<file path="src/rtl/br_par_pkg.sv">
`timescale 1ns/1ps
package br_par_pkg;
  localparam int LANE_W = 8;

  function automatic int lane_count(input int width);
    return (width + LANE_W - 1) / LANE_W;
  endfunction
endpackage

</file>
<file path="src/rtl/br_lane_parity.sv">
`timescale 1ns/1ps
// Even parity per byte lane; the top lane may be partial.
module br_lane_parity #(
  parameter int W = 128
) (
  input  logic [W-1:0]                         din,
  output logic [br_par_pkg::lane_count(W)-1:0] par
);
  localparam int NL = br_par_pkg::lane_count(W);
  localparam int LW = br_par_pkg::LANE_W;

  for (genvar i = 0; i < NL; i++) begin : g_lane
    localparam int LO = i * LW;
    localparam int HI = ((LO + LW) > W) ? (W - 1) : (LO + LW - 1);
    assign par[i] = ^din[HI:LO];
  end
endmodule

</file>
<file path="src/rtl/br_pipe_stage.sv">
`timescale 1ns/1ps
// One-entry valid/ready register stage.
module br_pipe_stage #(
  parameter int W = 8
) (
  input  logic         clk,
  input  logic         rst_n,
  input  logic         in_valid,
  output logic         in_ready,
  input  logic [W-1:0] in_data,
  output logic         out_valid,
  input  logic         out_ready,
  output logic [W-1:0] out_data
);
  logic         v_q;
  logic [W-1:0] d_q;

  assign in_ready  = !v_q || out_ready;
  assign out_valid = v_q;
  assign out_data  = d_q;

  always_ff @(posedge clk) begin
    if (!rst_n)        v_q <= 1'b0;
    else if (in_ready) v_q <= in_valid;
  end

  always_ff @(posedge clk) begin
    if (in_valid && in_ready) d_q <= in_data;
  end

  // a stalled word is held unchanged
  p_hold_stable_r8: assert property (@(posedge clk) disable iff (!rst_n)
    out_valid && !out_ready |=> out_valid && $stable(out_data));
  // stage empties or stays full only as the handshake allows
  p_drain_r8: assert property (@(posedge clk) disable iff (!rst_n)
    out_valid && out_ready && !in_valid |=> !out_valid);
endmodule

</file>
<file path="src/rtl/bridge_lane_parity.sv">
`timescale 1ns/1ps
module bridge_lane_parity #(
  parameter int ADDR_W = 36,
  parameter int DATA_W = 128
) (
  input  logic                                      clk,
  input  logic                                      rst_n,
  input  logic                                      adr_in_valid,
  output logic                                      adr_in_ready,
  input  logic [ADDR_W-1:0]                         adr_in_addr,
  output logic                                      adr_out_valid,
  input  logic                                      adr_out_ready,
  output logic [ADDR_W-1:0]                         adr_out_addr,
  output logic [br_par_pkg::lane_count(ADDR_W)-1:0] adr_out_par,
  input  logic                                      i2e_in_valid,
  output logic                                      i2e_in_ready,
  input  logic [DATA_W-1:0]                         i2e_in_data,
  input  logic [br_par_pkg::lane_count(DATA_W)-1:0] i2e_in_par,
  output logic                                      i2e_out_valid,
  input  logic                                      i2e_out_ready,
  output logic [DATA_W-1:0]                         i2e_out_data,
  output logic [br_par_pkg::lane_count(DATA_W)-1:0] i2e_out_par,
  output logic                                      i2e_out_err,
  output logic                                      i2e_perr_pulse,
  output logic [br_par_pkg::lane_count(DATA_W)-1:0] i2e_perr_lanes,
  input  logic                                      e2i_in_valid,
  output logic                                      e2i_in_ready,
  input  logic [DATA_W-1:0]                         e2i_in_data,
  input  logic [br_par_pkg::lane_count(DATA_W)-1:0] e2i_in_par,
  input  logic                                      e2i_in_err,
  output logic                                      e2i_out_valid,
  input  logic                                      e2i_out_ready,
  output logic [DATA_W-1:0]                         e2i_out_data,
  output logic [br_par_pkg::lane_count(DATA_W)-1:0] e2i_out_par,
  output logic                                      e2i_perr_pulse,
  output logic [br_par_pkg::lane_count(DATA_W)-1:0] e2i_perr_lanes
);
  localparam int AL  = br_par_pkg::lane_count(ADDR_W);
  localparam int DL  = br_par_pkg::lane_count(DATA_W);
  localparam int APW = ADDR_W + AL;
  localparam int IPW = DATA_W + DL + 1;
  localparam int EPW = DATA_W + DL;

  // ---------------- address launch path ----------------
  logic [AL-1:0]  adr_gen;
  logic [APW-1:0] adr_pay;

  br_lane_parity #(.W(ADDR_W)) u_adr_gen (.din(adr_in_addr), .par(adr_gen));

  br_pipe_stage #(.W(APW)) u_adr_stage (
    .clk(clk), .rst_n(rst_n),
    .in_valid(adr_in_valid), .in_ready(adr_in_ready), .in_data({adr_in_addr, adr_gen}),
    .out_valid(adr_out_valid), .out_ready(adr_out_ready), .out_data(adr_pay)
  );
  assign adr_out_addr = adr_pay[APW-1 -: ADDR_W];
  assign adr_out_par  = adr_pay[AL-1:0];

  // ---------------- internal to external path ----------------
  logic [DL-1:0]  i2e_gen, i2e_mm;
  logic           i2e_bad, i2e_fire;
  logic [IPW-1:0] i2e_pay;

  br_lane_parity #(.W(DATA_W)) u_i2e_gen (.din(i2e_in_data), .par(i2e_gen));

  assign i2e_mm   = i2e_gen ^ i2e_in_par;
  assign i2e_bad  = |i2e_mm;
  assign i2e_fire = i2e_in_valid && i2e_in_ready;

  br_pipe_stage #(.W(IPW)) u_i2e_stage (
    .clk(clk), .rst_n(rst_n),
    .in_valid(i2e_in_valid), .in_ready(i2e_in_ready),
    .in_data({i2e_in_data, i2e_gen ^ {DL{i2e_bad}}, i2e_bad}),
    .out_valid(i2e_out_valid), .out_ready(i2e_out_ready), .out_data(i2e_pay)
  );
  assign i2e_out_data = i2e_pay[IPW-1 -: DATA_W];
  assign i2e_out_par  = i2e_pay[DL:1];
  assign i2e_out_err  = i2e_pay[0];

  always_ff @(posedge clk) begin
    if (!rst_n) begin
      i2e_perr_pulse <= 1'b0;
      i2e_perr_lanes <= '0;
    end else begin
      i2e_perr_pulse <= i2e_fire && i2e_bad;
      i2e_perr_lanes <= i2e_fire ? i2e_mm : '0;
    end
  end

  // the local-log pulse accompanies its word and carries a mask
  p_pulse_word_r4: assert property (@(posedge clk) disable iff (!rst_n)
    i2e_perr_pulse |-> i2e_out_valid && i2e_out_err);
  p_pulse_mask_r4: assert property (@(posedge clk) disable iff (!rst_n)
    i2e_perr_pulse == (i2e_perr_lanes != '0));
  // poison flag agrees with lane-0 parity seen at the external port
  p_poison_lane0_r3: assert property (@(posedge clk) disable iff (!rst_n)
    i2e_out_valid |-> i2e_out_err == (^{i2e_out_data[7:0], i2e_out_par[0]}));

  // ---------------- external to internal path ----------------
  logic [DL-1:0]  e2i_gen, e2i_mm;
  logic           e2i_bad, e2i_fire;
  logic [EPW-1:0] e2i_pay;

  br_lane_parity #(.W(DATA_W)) u_e2i_gen (.din(e2i_in_data), .par(e2i_gen));

  assign e2i_mm   = e2i_gen ^ e2i_in_par;
  assign e2i_bad  = (|e2i_mm) || e2i_in_err;
  assign e2i_fire = e2i_in_valid && e2i_in_ready;

  br_pipe_stage #(.W(EPW)) u_e2i_stage (
    .clk(clk), .rst_n(rst_n),
    .in_valid(e2i_in_valid), .in_ready(e2i_in_ready),
    .in_data({e2i_in_data, e2i_gen ^ {DL{e2i_bad}}}),
    .out_valid(e2i_out_valid), .out_ready(e2i_out_ready), .out_data(e2i_pay)
  );
  assign e2i_out_data = e2i_pay[EPW-1 -: DATA_W];
  assign e2i_out_par  = e2i_pay[DL-1:0];

  always_ff @(posedge clk) begin
    if (!rst_n) begin
      e2i_perr_pulse <= 1'b0;
      e2i_perr_lanes <= '0;
    end else begin
      e2i_perr_pulse <= e2i_fire && (|e2i_mm);
      e2i_perr_lanes <= e2i_fire ? e2i_mm : '0;
    end
  end

  // detection pulse only alongside a poisoned internal word
  p_e2i_pulse_word_r6: assert property (@(posedge clk) disable iff (!rst_n)
    e2i_perr_pulse |-> e2i_out_valid && ^{e2i_out_data[7:0], e2i_out_par[0]});
  p_e2i_mask_r6: assert property (@(posedge clk) disable iff (!rst_n)
    e2i_perr_pulse == (e2i_perr_lanes != '0));
endmodule

</file>
<file path="config.mk">
export PLATFORM = sky130hd
export DESIGN_NAME = bridge_lane_parity
export DESIGN_NICKNAME = d
export VERILOG_FILES = /design/src/rtl/br_par_pkg.sv /design/src/rtl/br_lane_parity.sv /design/src/rtl/br_pipe_stage.sv /design/src/rtl/bridge_lane_parity.sv
export SDC_FILE = /design/constraint.sdc
export NUM_CORES = 1
export LEC_CHECK = 0
export BUFFER_PORTS_ARGS = -buffer_cell sky130_fd_sc_hd__buf_2
export CAP_MARGIN = 0
export CORE_AREA = 2 2 276 278
export CTS_CLUSTER_SIZE = 16
export DETAILED_ROUTE_END_ITERATION = 8
export DIE_AREA = 0 0 278 280
export SETUP_SLACK_MARGIN = 0.5
export SLEW_MARGIN = 20
export SYNTH_ARGS = -nofsm -noshare
export SYNTH_HDL_FRONTEND = slang
export SYNTH_HIERARCHICAL = 1
export SYNTH_SLANG_ARGS = --single-unit
</file>
<file path="constraint.sdc">
create_clock -name clk -period 2.17 [get_ports clk]
set_input_delay 0.217 -clock clk [delete_from_list [all_inputs] [get_ports clk]]
set_output_delay 0.217 -clock clk [all_outputs]
set_load 0.01 [all_outputs]
</file>
==> results of run 1 <==
==> cell type report <==
class                      count  area (um^2)  area share
sequential                   367        10700       0.418
tap                          978         1220      0.0480
inverter                       4         17.5    0.000688
antenna                        4         10.0    0.000393
multi-input combinational    376         4210       0.165
timing repair buffer        1141         7940       0.312
clock inverter                20          191     0.00752
clock buffer                  60         1230      0.0484
==> power by group <==
part / leakage [nW] / switching, mW / internal, mW / total (mW)
logic: 6.38 / 2.63 / 3.09 / 5.72
registers: 3.49 / 0.172 / 8.42 / 8.59
clock network: 0.686 / 3.08 / 4.24 / 7.32
==> metal layers <==
metal | global-route usage | vias up
met5 | 0 | -
met4 | 0.0481 | 2
met3 | 0.0347 | 100
met2 | 0.220 | 537
met1 | 0.158 | 5403
li1 | - | 5059
==> sequential cells by signal, summed over array words and instances, names as in the netlist <==
signal,cells
i2e_perr_pulse,1
u_adr_stage/out_valid,1
u_i2e_stage/out_valid,1
u_e2i_stage/out_valid,1
u_i2e_stage/out_data,145
u_e2i_stage/out_data,144
e2i_perr_pulse,1
e2i_perr_lanes,16
u_adr_stage/out_data,41
i2e_perr_lanes,16
==> worst paths after layout <==
check	startpoint	to	slack, ps	depth (start not counted)
worst max-delay path	e2i_in_data[40]	u_e2i_stage/out_data[9]	190	11
worst min-delay path	e2i_in_par[9]	e2i_perr_lanes[9]	40	4
worst max register to register	u_i2e_stage/out_valid	u_i2e_stage/out_data[45]	580	3
worst min register to register	u_e2i_stage/out_valid	e2i_perr_lanes[7]	860	4
==> per-stage QoR <==
step	cell area [um^2]	worst slack (ps)	hold slack, ps	util
2_1_floorplan	13900	-63.7	316	-
6_report	25500	188	41.7	0.339
4_1_cts	24600	263	4.49	0.327
3_3_place_gp	19600	-510	418	0.260
3_5_place_dp	19600	-535	420	0.260
5_1_grt	25500	141	23.8	0.339
==> synthesized netlist by cell type, drive strengths merged <==
library cell  number  share of area
a21boi             3         0.0024
and2               3         0.0019
buf                3         0.0033
clkbuf             2        0.00054
dfxtp             37          0.053
edfxtp           330           0.72
inv                4         0.0011
nand2              1        0.00027
nand2b             3         0.0030
nand3              2        0.00072
nand4              7         0.0032
nor2              32         0.0098
nor2b              3         0.0014
nor3               1        0.00072
or4                2         0.0014
xnor2            280           0.18
xor2              39          0.025
==> critical path, cell delays in order <==
cell     delay [ps]
buf_6           100
xnor2_2         220
xnor2_2         120
xnor2_2         220
xnor2_1         140
buf_4           170
nand4_1         100
or4_4           590
nor2_8          170
buf_12          160
xnor2_2          70
==> cell families (layout without fill, tap and decap cells) <==
| kind of cell | count (synthesis) | count (layout) | synth area share |
|---|---|---|---|
| other cells | 0 | 4 | 0 |
| buf+inv | 9 | 1225 | 0.00497 |
| flops | 367 | 367 | 0.769 |
| xor+xnor | 319 | 319 | 0.202 |
| compound gates | 3 | 3 | 0.00244 |
| simple gates | 54 | 54 | 0.0223 |
==> timing repair <==
item	4_1_cts	5_1_grt
pin swaps	17	57
cloned	2	1
hold endpoints to repair	298	0
endpoints found under the setup margin	35	44
hold buffers	301	0
buffers inserted	6	9
gates resized for setup	69	127
==> flow_summary.toml, run 1 <==
[yosys]
synth_seq_cells = 367
ys_warn_count = 6
seq_area_frac_synth = 0.769
yosysUniqueCellTypes = 21
postSynthAreaPerCell_um2 = 18.4
synthCells = 752
syn-cell-area_mm2 = 0.0139
syn_nets = 1085

[pwr]
vdd_drop_max_mv = 0.539
p_per_area_mw_per_mm2 = 849
cellLeakagePower_nw = 10.6
power_mw = 21.6

[grt]
grt_pass1_wl_mm = 75.1
grt_max_degree = 78
antenna_found_initial = 10
grt_pass1_vias = 11700
grt_usage = 0.130
grt-ovfl-total = 0

[critical_path]
worstSetupPathType = "input port to flip-flop"
critPathArrivalTime_ps = 2290
crit_fanout = 8
start_kind = "input port"
endpoint_kind = "flip-flop"
worstPathRequired_ps = 2480

[routing]
met3_length_mm = 4.46
viasPerCell = 3.76
drc = 0
routed_wirelength_mm = 54.8
firstDrtPassIters = 5
highest_layer = "met5"
num_vias = 11100
drtIter0Drc = 670
wl_met1_mm = 21.6
wl_per_cell_um = 18.6
routed-wl-met2_mm = 27.0
drtAntennaViolNets = 0

[die]
die_h_um = 280
placementRows = 101
coreArea_mm2 = 0.0752
die_area_mm2 = 0.0778
die_w_um = 278
start_util = 0.184
ioPinCount = 703

[finish]
nNetsFinal = 2266
fill_cells = 7217
drive_gt1_frac = 0.530
mostFrequentLayoutCell = "buf_2"
finalNonFillerCells = 2950
area_growth_pct = 83.8
layout_common_cells = "buf_2, edfxtp_1, dlygate4sd3_1"

[sta]
setup_viol = 0
fmax_mhz = 505
min_period_ps = 1980
max_slew_margin = 0.627
worstMarginPinSlew_ps = 559
tns_ps = 0
fin_crit_sh = 0.913
rsz0062_at_grt = "true"
hold_viol = 0
skew_ps = 17.6
slew_viol_final = 0

[clocking]
clkLatencyLatePin_ps = 560
htreeDepth = 2
clockRootBuffer = "clkbuf_16"
cts.sinks = 367
cts_buffer_depth = 3
path_clk_slew_ps = 60
cts_buffers = 43
cts_tree = "built"

[placed_design]
gp_congestion = 0.868
port_buffers = 702
dp_cells = 2547
dp.final_hpwl_mm = 39.2

[outcome]
status = "complete, no violations"

[job]
cap_viol_max_count = 0

[worst_hold_path]
holdCritPathClass = "input port to flip-flop"
No activity file was read; power rests on OpenSTA's default activity.
==> run 2, diff against run 1 <==
==> constraint.sdc (replaced) <==
create_clock -name clk -period 2.6 [get_ports clk]
set_input_delay 0.26 -clock clk [delete_from_list [all_inputs] [get_ports clk]]
set_output_delay 0.26 -clock clk [all_outputs]
set_load 0.01 [all_outputs]
==> run 2 against run 1 <==
- global-route usage is 0.22 points lower
- core utilization is 1.8 points lower
- clock skew hardly changed
- sequential power is 16% lower
- die area stayed put
==> flow_summary.toml, run 2 (synthesis gave the netlist of run 1 again) <==
[clocking]
clkLatencyLatePin_ps = 550
htreeDepth = 2
cts.sinks = 367
clockRootBuffer = "clkbuf_16"
cts_buffers = 42
cts_tree = "built"
cts_buffer_depth = 3
path_clk_slew_ps = 60

[die]
coreArea_mm2 = 0.0752
placementRows = 101
die_w_um = 278
die_h_um = 280
die_area_mm2 = 0.0778
start_util = 0.184
ioPinCount = 703

[placed_design]
dp_cells = 2482
dp_slack_ps = -253
dp.final_hpwl_mm = 38.8
gp_congestion = 0.915
port_buffers = 702

[routing]
wl_per_cell_um = 18.3
drtIter0Drc = 641
drc = 0
wl_met1_mm = 21.9
routed-wl-met2_mm = 25.4
firstDrtPassIters = 5
highest_layer = "met5"
routed_wirelength_mm = 52.9
viasPerCell = 3.75
met3_length_mm = 3.72
num_vias = 10800
drtAntennaViolNets = 0

[pwr]
vdd_drop_max_mv = 0.487
p_per_area_mw_per_mm2 = 700
power_mw = 16.9
cellLeakagePower_nw = 9.83

[sta]
worstMarginPinSlew_ps = 630
rsz0062_at_grt = "false"
fin_crit_sh = 0.795
setup_viol = 0
skew_ps = 17.4
timing.final.ws_setup_ps = 534
fmax_mhz = 484
max_slew_margin = 0.580
min_period_ps = 2070
slew_viol_final = 0
hold_viol = 0

[critical_path]
critPathArrivalTime_ps = 2370
r2r-start = "u_e2i_stage/out_valid"
worstSetupPathType = "input port to flip-flop"
slowest_delay_ps = 600
worstPathCellList = "buf_2 > xnor2_1 > xnor2_2 > xnor2_2 > xnor2_1 > buf_4 > nand4_1 > or4_4 > nor2_8 > buf_12 > xnor2_1"
start_kind = "input port"
worst-r2r-cell-count = 3
endpoint_kind = "flip-flop"
r2r_end = "u_e2i_stage/out_data[97]"
worstPathRequired_ps = 2900
regToRegSetupSlack_ps = 960
crit_top_cell = "xnor2_1"
slowest_stage = "or4_4"
crit_fanout = 9

[outcome]
status = "complete, no violations"

[grt]
grt-ovfl-total = 0
antenna_found_initial = 4
grt_pass1_wl_mm = 74.0
grt_usage = 0.128
grt_max_degree = 49
grt_pass1_vias = 11500

[finish]
seq_area_mm2 = 0.0107
mostFrequentLayoutCell = "buf_2"
finalNonFillerCells = 2882
multiInputGateArea_mm2 = 0.00367
layout_common_cells = "buf_2, edfxtp_1, dlygate4sd3_1"
drive_gt1_frac = 0.471
nNetsFinal = 2201
area_growth_pct = 74.3
largest_reg_flops = 145
fill_cells = 7372

[worst_hold_path]
holdPathEnd = "i2e_perr_lanes[10]"
holdCritPathClass = "input port to flip-flop"
hold_path_depth = 3
min_from = "i2e_in_par[10]"

[job]
cap_viol_max_count = 0
## run 2: cell count changes in the layout (fill, tap and decap cells not counted), sizes merged, moves of 3 or more
cell,before,now
buf,839,766
clkbuf,61,67
clkinv,12,5
clkinvlp,4,1
dlygate4sd3,301,311
## run 2: worst max-delay path, delay by kind of cell
| kind | cells | cell delay [ps] |
|---|---|---|
| buffers and inverters | 3 | 430 |
| XOR/XNOR | 5 | 840 |
| AND/OR/NAND/NOR | 3 | 830 |
## run 2: final cells by class
cell class	instances	share of cell area
clock inverters	10	0.00549
repair buffers	1077	0.301
well taps	978	0.0507
multi-input cells	376	0.152
flip-flops and latches	367	0.441
inverters	4	0.000622
diodes	3	0.000311
clock buffers	67	0.0491
## run 2: worst max-delay path by stage
| stage | from | slack (ps) | end |
|---|---|---|---|
| 2_1_floorplan | e2i_in_data[119] | 320 | u_e2i_stage/out_data[14] |
| 3_3_place_gp | e2i_in_data[17] | -170 | u_e2i_stage/out_data[2] |
| 3_5_place_dp | e2i_in_data[16] | -250 | u_e2i_stage/out_data[3] |
| 4_1_cts | e2i_in_data[19] | 510 | u_e2i_stage/out_data[7] |
| 5_1_grt | e2i_in_data[91] | 480 | u_e2i_stage/out_data[0] |
| 6_report | e2i_in_data[1] | 530 | u_e2i_stage/out_data[3] |
## run 2: what timing repair did
| item | CTS | global route |
|---|---|---|
| gates resized for setup | 44 | 46 |
| setup buffers | 2 | 6 |
| endpoints found under the hold margin | 309 | 0 |
| gates cloned | 1 | 0 |
| hold buffers | 311 | 0 |
| endpoints found under the setup margin | 24 | 34 |
| pin swaps | 11 | 22 |
## run 2: per-stage QoR
stage                     setup TNS, ps  utilization  cell area [um^2]  hold slack [ps]
after global placement            -3170        0.253             19000              461
after floorplan                       0            -             13900              359
after detailed placement          -5000        0.253             19000              464
final                                 0        0.321             24100             37.0
after global routing                  0        0.321             24100             23.2
after CTS                             0        0.316             23800             4.22
## run 2: metal layers
metal,vias up,track usage
li1,4911,-
met1,5257,0.160
met2,537,0.210
met3,109,0.0335
met4,2,0.0507
met5,-,0
## run 2: report_power, final
part           leakage (nW)  switching, mW  total, mW  internal (mW)
registers              3.49          0.158       7.19           7.03
logic                  5.70           1.93       3.91           1.98
clock network         0.632           2.38       5.80           3.42
total                  9.83           4.46       16.9           12.4
